File: src/rtl/dtt_pkg.sv
package dtt_pkg;
  localparam int OP_W     = 2;
  localparam int SRC_W    = 3;
  localparam int CTRL_W   = OP_W + SRC_W;
  localparam int NUM_TMR  = 2;
  localparam int NUM_LANE = 4;
  localparam int SRC_FIRST = 4;

  localparam int OFF_DIV    = 'h00;
  localparam int OFF_CTRL   = 'h04;
  localparam int OFF_CNT    = 'h08;
  localparam int TMR_STRIDE = 'h10;
  localparam int ADR_TIME   = 'h20;
  localparam int ADR_MASK   = 'h40;
  localparam int ADR_ACK    = 'h44;
  localparam int ADR_RAW    = 'h50;
  localparam int ADR_MASKED = 'h54;

  typedef enum logic [OP_W-1:0] {
    OP_LOAD = 2'd0,
    OP_HOLD = 2'd1,
    OP_RUN  = 2'd2,
    OP_BAD  = 2'd3
  } op_e;
endpackage

File: src/rtl/dtt_timer.sv
module dtt_timer
  import dtt_pkg::*;
#(
  parameter int CNT_W = 32
) (
  input  logic                clk,
  input  logic                rst_n,
  input  logic                ctrl_we,
  input  logic [CTRL_W-1:0]   ctrl_d,
  input  logic [CNT_W-1:0]    div_d,
  input  logic [NUM_LANE-1:0] tick_en,
  output logic [CNT_W-1:0]    count_o,
  output logic [CTRL_W-1:0]   ctrl_o,
  output logic                run_o,
  output logic                expire_o
);
  logic [CNT_W-1:0] count_q, reload_q;
  logic [SRC_W-1:0] src_q;
  op_e              op_q, op_in;
  logic             run_q, accept, tick_sel, at_end;

  assign op_in  = op_e'(ctrl_d[OP_W-1:0]);
  assign accept = ctrl_we && (op_in != OP_BAD);
  assign at_end = (count_q <= CNT_W'(1));

  // lane l answers to source code SRC_FIRST + l; other codes never tick
  always_comb begin
    tick_sel = 1'b0;
    for (int l = 0; l < NUM_LANE; l++) begin
      if (src_q == SRC_W'(SRC_FIRST + l)) tick_sel = tick_en[l];
    end
  end

  // a control write in the same cycle takes precedence over the tick
  assign expire_o = run_q && tick_sel && !accept && at_end;

  always_ff @(posedge clk) begin
    if (!rst_n) begin
      count_q  <= '0;
      reload_q <= '0;
      src_q    <= '0;
      op_q     <= OP_LOAD;
      run_q    <= 1'b0;
    end else if (accept) begin
      src_q    <= ctrl_d[CTRL_W-1:OP_W];
      op_q     <= op_in;
      reload_q <= div_d;
      case (op_in)
        OP_LOAD: begin
          count_q <= div_d;
          run_q   <= 1'b0;
        end
        OP_HOLD: run_q <= 1'b0;
        OP_RUN:  run_q <= 1'b1;
        default: ;
      endcase
    end else if (run_q && tick_sel) begin
      count_q <= at_end ? reload_q : count_q - CNT_W'(1);
    end
  end

  assign count_o = count_q;
  assign ctrl_o  = {src_q, op_q};
  assign run_o   = run_q;
endmodule

File: src/rtl/dtt_irq.sv
module dtt_irq #(
  parameter int N = 2
) (
  input  logic         clk,
  input  logic         rst_n,
  input  logic [N-1:0] set_i,
  input  logic         mask_we,
  input  logic [N-1:0] mask_d,
  input  logic         ack_we,
  input  logic [N-1:0] ack_d,
  output logic [N-1:0] raw_o,
  output logic [N-1:0] mask_o,
  output logic         irq_o
);
  logic [N-1:0] raw_q, mask_q, clr;

  assign clr = ack_we ? ack_d : '0;

  always_ff @(posedge clk) begin
    if (!rst_n) begin
      raw_q  <= '0;
      mask_q <= '0;
    end else begin
      raw_q <= (raw_q & ~clr) | set_i;  // set beats acknowledge
      if (mask_we) mask_q <= mask_d;
    end
  end

  assign raw_o  = raw_q;
  assign mask_o = mask_q;
  assign irq_o  = |(raw_q & mask_q);
endmodule

File: src/rtl/dtt_timebase.sv
module dtt_timebase #(
  parameter int W = 32
) (
  input  logic         clk,
  input  logic         rst_n,
  output logic [W-1:0] time_o
);
  logic [W-1:0] time_q;

  always_ff @(posedge clk) begin
    if (!rst_n) time_q <= '0;
    else        time_q <= time_q + W'(1);
  end

  assign time_o = time_q;
endmodule

File: src/rtl/dual_tick_timer.sv
module dual_tick_timer
  import dtt_pkg::*;
#(
  parameter int DATA_W = 32,
  parameter int ADDR_W = 8,
  parameter int CNT_W  = 32,
  parameter int TIME_W = 32
) (
  input  logic                clk,
  input  logic                rst_n,
  input  logic                wr_en,
  input  logic [ADDR_W-1:0]   wr_addr,
  input  logic [DATA_W-1:0]   wr_data,
  input  logic [ADDR_W-1:0]   rd_addr,
  output logic [DATA_W-1:0]   rd_data,
  input  logic [NUM_LANE-1:0] tick_en,
  output logic                irq_o
);
  logic [NUM_TMR-1:0][CNT_W-1:0]  div_q;
  logic [NUM_TMR-1:0][CNT_W-1:0]  tmr_cnt;
  logic [NUM_TMR-1:0][CTRL_W-1:0] tmr_ctrl;
  logic [NUM_TMR-1:0]             tmr_run, tmr_exp;
  logic [NUM_TMR-1:0]             raw_q, mask_q;
  logic [TIME_W-1:0]              time_q;
  logic                           mask_we, ack_we;

  for (genvar i = 0; i < NUM_TMR; i++) begin : g_tmr
    logic div_we, ctrl_we;
    assign div_we  = wr_en && (wr_addr == ADDR_W'(i*TMR_STRIDE + OFF_DIV));
    assign ctrl_we = wr_en && (wr_addr == ADDR_W'(i*TMR_STRIDE + OFF_CTRL));

    always_ff @(posedge clk) begin
      if (!rst_n)      div_q[i] <= '0;
      else if (div_we) div_q[i] <= wr_data[CNT_W-1:0];
    end

    dtt_timer #(.CNT_W(CNT_W)) u_tmr (
      .clk      (clk),
      .rst_n    (rst_n),
      .ctrl_we  (ctrl_we),
      .ctrl_d   (wr_data[CTRL_W-1:0]),
      .div_d    (div_q[i]),
      .tick_en  (tick_en),
      .count_o  (tmr_cnt[i]),
      .ctrl_o   (tmr_ctrl[i]),
      .run_o    (tmr_run[i]),
      .expire_o (tmr_exp[i])
    );
  end

  assign mask_we = wr_en && (wr_addr == ADDR_W'(ADR_MASK));
  assign ack_we  = wr_en && (wr_addr == ADDR_W'(ADR_ACK));

  dtt_irq #(.N(NUM_TMR)) u_irq (
    .clk     (clk),
    .rst_n   (rst_n),
    .set_i   (tmr_exp),
    .mask_we (mask_we),
    .mask_d  (wr_data[NUM_TMR-1:0]),
    .ack_we  (ack_we),
    .ack_d   (wr_data[NUM_TMR-1:0]),
    .raw_o   (raw_q),
    .mask_o  (mask_q),
    .irq_o   (irq_o)
  );

  dtt_timebase #(.W(TIME_W)) u_time (
    .clk    (clk),
    .rst_n  (rst_n),
    .time_o (time_q)
  );

  always_comb begin
    rd_data = '0;
    for (int i = 0; i < NUM_TMR; i++) begin
      if (rd_addr == ADDR_W'(i*TMR_STRIDE + OFF_DIV))  rd_data = DATA_W'(div_q[i]);
      if (rd_addr == ADDR_W'(i*TMR_STRIDE + OFF_CTRL)) rd_data = DATA_W'(tmr_ctrl[i]);
      if (rd_addr == ADDR_W'(i*TMR_STRIDE + OFF_CNT))  rd_data = DATA_W'(tmr_cnt[i]);
    end
    if (rd_addr == ADDR_W'(ADR_TIME))   rd_data = DATA_W'(time_q);
    if (rd_addr == ADDR_W'(ADR_MASK))   rd_data = DATA_W'(mask_q);
    if (rd_addr == ADDR_W'(ADR_RAW))    rd_data = DATA_W'(raw_q);
    if (rd_addr == ADDR_W'(ADR_MASKED)) rd_data = DATA_W'(raw_q & mask_q);
  end
endmodule

File: config.mk
export PLATFORM = sky130hd
export DESIGN_NAME = dual_tick_timer
export DESIGN_NICKNAME = d
export VERILOG_FILES = /design/src/rtl/dtt_pkg.sv /design/src/rtl/dtt_timer.sv /design/src/rtl/dtt_irq.sv /design/src/rtl/dtt_timebase.sv /design/src/rtl/dual_tick_timer.sv
export SDC_FILE = /design/constraint.sdc
export NUM_CORES = 1
export LEC_CHECK = 0
export BUFFER_PORTS_ARGS = -buffer_cell sky130_fd_sc_hd__buf_2
export CAP_MARGIN = 20
export CORE_AREA = 5 5 132 184
export CTS_CLUSTER_DIAMETER = 60
export DETAILED_ROUTE_END_ITERATION = 8
export DIE_AREA = 0 0 137 189
export GPL_ROUTABILITY_DRIVEN = 0
export PLACE_DENSITY = 0.7
export SETUP_SLACK_MARGIN = 0.1
export SYNTH_ARGS = -nofsm -noshare
export SYNTH_HDL_FRONTEND = slang
export SYNTH_SLANG_ARGS = --single-unit
File: constraint.sdc
create_clock -name clk -period 6.89 [get_ports clk]
set_input_delay 0.689 -clock clk [delete_from_list [all_inputs] [get_ports clk]]
set_output_delay 0.689 -clock clk [all_outputs]
set_load 0.05 [all_outputs]
==> flow_summary.ini, run 1 <==
[placement]
dpl_cell_area_um2 = 12600
place_hpwl_mm = 28.1
portBuffers = 87
dp_cells = 1882

[grt]
busiest_layer = met2
grt_pass1_wl_mm = 64.6
grt_use_met3 = 0.0412
grt_start_max_net_pins = 109
grtUsageMet2 = 0.506
overflow = 0
grt_antenna_before_repair = 0
grtUsageTotal = 0.312
use_met1 = 0.416
first_global_vias = 11500

[yosys]
ys_warn_count = 0
yosys-top-cells-area = dfxtp_1 40%, nand2_1 11%, a21oi_1 7.8%, clkbuf_1 3.5%, nor2_1 3.3%
synth-simple-area-share = 0.251
ys_ff_latch = 240
muxShareOfSynthArea = 0.00960
synth_top_area_share = 0.396
synth_top_family_by_area = compound AO/OA/AOI/OAI gates
avgSynthCellArea_um2 = 7.57
synth-main-ff-cell = dfxtp_1
synth_compound_area_frac = 0.259
synth.distinct_cells = 75
syn-cell-area_um2 = 12100
synth.largest_area_cell = dfxtp_1
synth_fp_nets = 1661
synth_fa_ha_area_frac = 0.00516
seq_area_frac_synth = 0.396
syn_inst = 1601
synth-xor-area-share = 0.0347
async_flop_share = 0
synth_edf_count = 0

[sta]
drv_slew = 0
fin_crit_sh = 0.563
tns_ns = 0
rsz0062_at_grt = no
relSlewSlack = 0.260
final-setup-viol-count = 0
hold_viol = 0
period_needed_ns = 3.88
max_slew.worst_pin.slew_ns = 1.09
finClkSkew_ns = 0.0117
fmax_ghz = 0.258
hold_ws_ns = 0.414

[worst_setup_path]
worst_ep_arrival_time_ns = 3.19
endpoint_kind = primary output
critical_path.max_fanout = 30
rrSetupSlack_ns = 3.23
max_stage_delay_ns = 0.76
cp_cell_sequence = buf_2 -> or3_1 -> nor3_1 -> nand2_1 -> nor2_4 -> a22oi_1 -> o21ai_0 -> buf_2
critPathLaunchType = primary input
crit_type = primary input to primary output
cpMaxStageDelayCell = nor2_4
crit_path_frequent_cell = buf_2
critical_path_required_ns = 6.20

[floorplanning]
fp-row-count = 65
fp.dieArea_um2 = 25900
start_util = 0.542
dieHeight_um = 189
io_pins = 88
die_w_um = 137
coreArea_um2 = 22400

[power_and_ir_drop]
cellPowerDensity_nw_per_um2 = 211
irDropWorstVdd_v = 0.000204
leakage_uw = 0.00483

[clocking]
cts.sinks = 240
cts.htree.levels = 1
ctsResizeCount = 0
numCtsBuffers = 24
cts.reportedPaths.clkPinSlew_ns = 0.06
cts_setup_buffers = 0
clk_latency_ns = 0.52
cts_tree = yes
clockBufferDepth = 3
cts-root-buf = clkbuf_16
ctsHoldBuffers = 0

[finish]
stdcell_area_um2 = 13400
nets = 1667
utilization = 0.601
diodes = 0
area.growth.synth_to_final_pct = 10.9
stdcell_count = 1925
num-fill-cells = 2084
drive_gt1_frac = 0.108

[routing]
vias = 12300
drt_iter0_drc = 1538
firstDrtPassIters = 6
routed_wirelength_mm = 40.9
drc = 0
drtAntennaViolNets = 0
drt-wirelength-per-cell_um = 21.3
vias_per_cell = 6.39

[worst_hold_path]
hp-class = primary input to register

[run]
maxCapViolCount = 0

[outcome]
status = finished, final reports clean
[routing by layer]
metal | share of wire | wire length [um]
met1 | 0.40 | 16400
met2 | 0.47 | 19400
met3 | 0.077 | 3140
met4 | 0.047 | 1930
met5 | 0 | 0
[placed cells by master, fill, tap and decap left out, types with 27 or more instances in the layout]
master      n
buf_2      87
dfxtp_1   240
a222oi_1   29
a31oi_1    27
nand2_1   370
a22oi_1    33
nand3_1    36
a21oi_1   188
nor2_1    104
o21ai_0    62
nor3_1     28
[synthesized netlist by cell type (9+ instances only)]
cell      number
o21a_1         9
inv_1         15
dfxtp_1      240
nand3_1       36
and3_1        10
o211ai_1      19
clkbuf_1     113
or3_1         19
xnor2_1       22
nand2_1      370
a31oi_1       27
o21ai_0       62
nor4_1        26
nand4_1       16
a222oi_1      29
o21ai_1       19
nand2b_1      11
a22oi_1       33
a21oi_1      188
nor3_1        31
or4_1         13
nor2_1       106
xor2_1        26
[cell families after synthesis]
logic type / count (synthesis)
buffers and inverters: 141
DFF: 240
muxes: 9
adders and majority gates: 5
and+or+nand+nor: 675
AOI/OAI and AO/OA: 483
xor gates and xnor gates: 48
[final cells by class]
type | count | area [um^2] | share of cell area
Clock buffer | 34 | 709 | 0.0528
Clock inverter | 9 | 95.1 | 0.00707
Tap cell | 301 | 377 | 0.0280
Timing Repair Buffer | 106 | 578 | 0.0430
Sequential cell | 240 | 4800 | 0.357
Inverter | 15 | 61.3 | 0.00456
Multi-Input combinational cell | 1220 | 6820 | 0.507
[worst paths after layout]
path,startpoint,cells after the start,endpoint
max,rd_addr[6],8,rd_data[2]
min,wr_data[10],3,div_q[42]$_SDFFE_PN0P_
max reg2reg,g_tmr[1].u_tmr.count_o[12]$_SDFFE_PN0P_,7,g_tmr[1].u_tmr.count_o[9]$_SDFFE_PN0P_
min reg2reg,g_tmr[0].u_tmr.reload_q[14]$_SDFFE_PN0P_,2,g_tmr[0].u_tmr.reload_q[14]$_SDFFE_PN0P_
[state kept, by name (all words and copies together) (netlist names)]
register	flops
u_irq.raw_o	2
g_tmr.u_tmr.op_q	4
u_irq.mask_o	2
g_tmr.u_tmr.count_o	64
g_tmr.u_tmr.reload_q	64
g_tmr.u_tmr.run_o	2
g_tmr.u_tmr.src_q	6
u_time.time_o	32
div_q	64
[power breakdown]
group / switching (uW) / internal [uW]
registers: 2.99 / 1390
logic: 69.4 / 28.6
clock network: 563 / 790
[critical path, delay by kind of cell]
kind,cells,cell delay (ns)
and+or+nand+nor,4,1.75
buffers and inverters,2,0.39
AOI/OAI and AO/OA,2,0.35
[per-stage QoR]
step | worst slack, ns | total power, uW
after floorplan | 3.15 | 1480
after global placement | 3.13 | 1520
after CTS | 3.06 | 2850
final | 3.01 | 2840
after global routing | 2.85 | 2920
after detailed placement | 3.07 | 1520
(Power assumes the default switching activity.)
==> inputs of run 2 (changes only) <==
- clock period: 6.89 -> 3.97 ns (I/O delays scaled with it)
==> flow_summary.ini, run 2 (synthesized netlist as in run 1, its figures left out) <==
[power_and_ir_drop]
cellPowerDensity_nw_per_um2 = 364
leakage_uw = 0.00491
irDropWorstVdd_v = 0.000312

[clocking]
cts_tree = yes
cts.sinks = 240
cts.reportedPaths.clkPinSlew_ns = 0.07
cts-root-buf = clkbuf_16
numCtsBuffers = 25
cts.htree.levels = 1
ctsResizeCount = 0
clk_latency_ns = 0.53
ctsHoldBuffers = 0
clockBufferDepth = 3
cts_setup_buffers = 0

[floorplanning]
coreArea_um2 = 22400
io_pins = 88
dieHeight_um = 189
fp.dieArea_um2 = 25900
start_util = 0.542
die_w_um = 137
fp-row-count = 65

[worst_setup_path]
critical_path.max_fanout = 21
worst_r2r_startpoint = g_tmr[1].u_tmr.count_o[12]$_SDFFE_PN0P_
critical_path_required_ns = 3.57
r2r.worst_path.cells = 6
path_buf_inv = 3
crit_type = primary input to primary output
cpLargestDelayFamily = simple AND/OR/NAND/NOR gates
critPathLaunchType = primary input
cpMaxStageDelayCell = or3_1
rrSetupSlack_ns = 0.91
worst_ep_arrival_time_ns = 2.87
max_stage_delay_ns = 0.50
endpoint_kind = primary output
reg2reg_to = g_tmr[1].u_tmr.count_o[14]$_SDFFE_PN0P_
cp_cell_sequence = buf_2 -> or3_1 -> nor3_1 -> nand2_1 -> nor2_2 -> buf_4 -> a22oi_1 -> nand2_1 -> buf_2

[routing]
drt-wirelength-per-cell_um = 21.1
drt_iter0_drc = 1446
routed_wirelength_mm = 40.9
firstDrtPassIters = 9
drc = 0
drtAntennaViolNets = 0
vias_per_cell = 6.42
vias = 12500

[finish]
drive_gt1_frac = 0.116
stdcell_count = 1943
area.growth.synth_to_final_pct = 12.1
nets = 1685
layout_commonest_cell = nand2_1
num-fill-cells = 2127
final_cell_mix = 370 x nand2_1, 240 x dfxtp_1, 188 x a21oi_1, 104 x nor2_1, 87 x buf_2
diodes = 0
stdcell_area_um2 = 13600
utilization = 0.607

[run]
maxCapViolCount = 0

[sta]
final-setup-viol-count = 0
fin_crit_sh = 0.823
fmax_ghz = 0.306
drv_slew = 0
relSlewSlack = 0.302
tns_ns = 0
max_slew.worst_pin.slew_ns = 1.04
hold_viol = 0
setup_slack_ns = 0.701
period_needed_ns = 3.27
finClkSkew_ns = 0.00982
rsz0062_at_grt = no

[placement]
dp_cells = 1898
dp_slack_ns = 0.748
place_hpwl_mm = 28.7
portBuffers = 87
dpl_cell_area_um2 = 12800

[grt]
grt_start_max_net_pins = 84
grt_pass1_wl_mm = 64.1
overflow = 0
grt_antenna_before_repair = 0
first_global_vias = 11700
grtUsageTotal = 0.308

[outcome]
status = finished, final reports clean

[worst_hold_path]
hp-class = primary input to register
hold_start = wr_data[18]
holdPathStages = 3
holdPathEnd = div_q[50]$_SDFFE_PN0P_
==> run 2: cell types whose count changed in the layout (fill, tap and decap cells not counted) <==
cell / delta
buf_4: +15
clkinv_2: -4
clkbuf_1: +3
inv_6: +3
buf_12: +1
clkbuf_2: +1
clkbuf_8: -1
nor2_2: +1
nor2_4: -1
==> run 2: where the power goes <==
group	total, uW	switching, uW	leakage [uW]	internal, uW
clock	2360	987	0.000399	1370
combinational	177	124	0.00258	53.0
sequential	2420	5.51	0.00193	2410
==> run 2: area by class of cell <==
type	instances	area (um^2)	share of cell area
multi-input cells	1220	6810	0.502
flip-flops and latches	240	4800	0.354
repair buffers	123	716	0.0527
clock buffers	36	707	0.0521
well taps	301	377	0.0277
clock inverters	8	101	0.00746
inverters	15	61.3	0.00451
==> run 2: worst reg2reg max path, delay by kind of cell, from the launching register on <==
family	cells	cell delay, ns
AND/OR/NAND/NOR	5	2.26
AO/OA/AOI/OAI	1	0.35
flip-flops	1	0.38
==> run 2: how the worst max path moves through the flow <==
stage / start / to / slack (ns) / cells past startpoint
global route: rd_addr[6] / rd_data[31] / 0.62 / 9
CTS: rd_addr[6] / rd_data[31] / 0.75 / 9
global placement: rd_addr[6] / rd_data[8] / 0.80 / 9
finish: rd_addr[6] / rd_data[31] / 0.70 / 9
floorplan: rd_addr[2] / rd_data[2] / 0.82 / 7
detailed placement: rd_addr[6] / rd_data[31] / 0.75 / 9
==> run 2: stage by stage <==
| step | total power (uW) | hold WS, ns |
|---|---|---|
| finish | 4950 | 0.118 |
| global route | 5100 | 0.117 |
| CTS | 4980 | 0.104 |
| detailed placement | 2640 | 0.445 |
| global placement | 2640 | 0.439 |
| floorplan | 2560 | 0.432 |
==> run 2: routing by layer <==
| metal | GRT usage | part of all wire | vias up |
|---|---|---|---|
| met2 | 0.490 | 0.47 | 630 |
| met4 | 0.138 | 0.045 | 0 |
| met3 | 0.0457 | 0.089 | 116 |
| met1 | 0.412 | 0.40 | 5890 |
| met5 | 0 | 0 | - |
| li1 | - | - | 5838 |
==> inputs of run 3 (changes only) <==
- PLACE_DENSITY: 0.7 -> 0.73
- clock period: 3.97 -> 2.8 ns (I/O delays scaled with it)
==> flow_summary.ini, run 3 (synthesized netlist as in run 1, its figures left out) <==
[outcome]
status = finished, final reports clean

[worst_hold_path]
hp-class = primary input to register

[floorplanning]
die_w_um = 137
fp.dieArea_um2 = 25900
start_util = 0.542
fp-row-count = 65
io_pins = 88
dieHeight_um = 189
coreArea_um2 = 22400

[sta]
fin_crit_sh = 0.922
relSlewSlack = 0.336
finClkSkew_ns = 0.0317
hold_ws_ns = 0.0128
tns_ns = 0
rsz0062_at_grt = no
max_slew.worst_pin.slew_ns = 0.991
fmax_ghz = 0.387
setup_slack_ns = 0.218
period_needed_ns = 2.58
final-setup-viol-count = 0
drv_slew = 0
hold_viol = 0

[routing]
drt_iter0_drc = 1610
drc = 0
firstDrtPassIters = 6
vias = 12700
drtAntennaViolNets = 0
drt-wirelength-per-cell_um = 20.3
routed_wirelength_mm = 40.5
vias_per_cell = 6.39

[grt]
first_global_vias = 12000
grt_pass1_wl_mm = 63.7
grt_antenna_before_repair = 0
grtUsageTotal = 0.306
overflow = 0
grt_start_max_net_pins = 68

[clocking]
cts-root-buf = clkbuf_16
cts_tree = yes
cts.htree.levels = 1
clk_latency_ns = 0.55
clockBufferDepth = 3
numCtsBuffers = 24
cts.sinks = 240
cts.reportedPaths.clkPinSlew_ns = 0.06

[placement]
portBuffers = 87
dp_cells = 1938
place_hpwl_mm = 28.5
dp_slack_ns = 0.0868

[worst_setup_path]
max_stage_delay_ns = 0.47
worst_ep_arrival_time_ns = 3.02
critPathLaunchType = register
critical_path_required_ns = 3.23
cpMaxStageDelayCell = or4_4
cp_cell_sequence = inv_1 -> ha_4 -> or3b_2 -> or3_1 -> or4_4 -> or3_1 -> a21oi_1 -> o32ai_1
crit_type = register to register
endpoint_kind = register
critical_path.max_fanout = 6
crit_path_frequent_cell = or3_1

[power_and_ir_drop]
leakage_uw = 0.00516
cellPowerDensity_nw_per_um2 = 477
irDropWorstVdd_v = 0.000417

[finish]
diodes = 0
area.growth.synth_to_final_pct = 16.0
layout_commonest_cell = nand2_1
num-fill-cells = 2028
final_cell_mix = 370 x nand2_1, 240 x dfxtp_1, 188 x a21oi_1, 104 x nor2_1, 87 x buf_2
stdcell_count = 1994
drive_gt1_frac = 0.135
nets = 1739

[run]
maxCapViolCount = 0
run 3: layer usage:
metal,track usage,vias to the layer above,wire (um)
met5,0,-,0
met4,0.146,0,2070
met3,0.0385,151,3200
met2,0.510,652,19600
met1,0.388,6007,15700
li1,-,5929,-
run 3: layout make-up:
type,instances,area (um^2),area share
clock buffer,36,676,0.0481
clock inverter,4,31.3,0.00223
inverter,15,61.3,0.00436
multi-input combinational,1220,6850,0.487
sequential,240,4800,0.342
tap,301,377,0.0268
timing repair buffer,178,1260,0.0895
run 3: worst max-delay path: cells and delay by family (launching register included):
kind | cells | cell delay [ns]
AOI/OAI and AO/OA | 2 | 0.21
buffers and inverters | 1 | 0.13
and+or+nand+nor | 4 | 1.61
DFF | 1 | 0.36
adders and majority gates | 1 | 0.18
run 3: final timing paths:
path	slack, ns	endpoint	depth (start not counted)	from
min	0.01	div_q[17]$_SDFFE_PN0P_	3	wr_data[17]
min reg2reg	0.45	g_tmr[1].u_tmr.reload_q[28]$_SDFFE_PN0P_	2	g_tmr[1].u_tmr.reload_q[28]$_SDFFE_PN0P_
max reg2reg	0.22	g_tmr[1].u_tmr.count_o[22]$_SDFFE_PN0P_	8	g_tmr[1].u_tmr.count_o[0]$_SDFFE_PN0P_
max	0.22	g_tmr[1].u_tmr.count_o[22]$_SDFFE_PN0P_	8	g_tmr[1].u_tmr.count_o[0]$_SDFFE_PN0P_
run 3: metrics by stage:
step	total power, uW	cell area, um^2	utilization
floorplan	3630	12100	-
global placement	3750	13200	0.589
detailed placement	3760	13200	0.589
CTS	6730	14000	0.628
global route	6900	14100	0.629
finish	6700	14100	0.629
run 3: power breakdown:
| group | leakage [uW] | internal (uW) | switching [uW] |
|---|---|---|---|
| clock | 0.000347 | 1660 | 1340 |
| sequential | 0.00193 | 3420 | 8.18 |
| combinational | 0.00288 | 99.1 | 179 |
| total | 0.00516 | 5180 | 1530 |
run 3: timing repair:
item	CTS	global route
resized for setup	1	3
buffers inserted	0	0
setup endpoints to repair	1	6
endpoints found under the hold margin	31	0
hold buffers	16	0
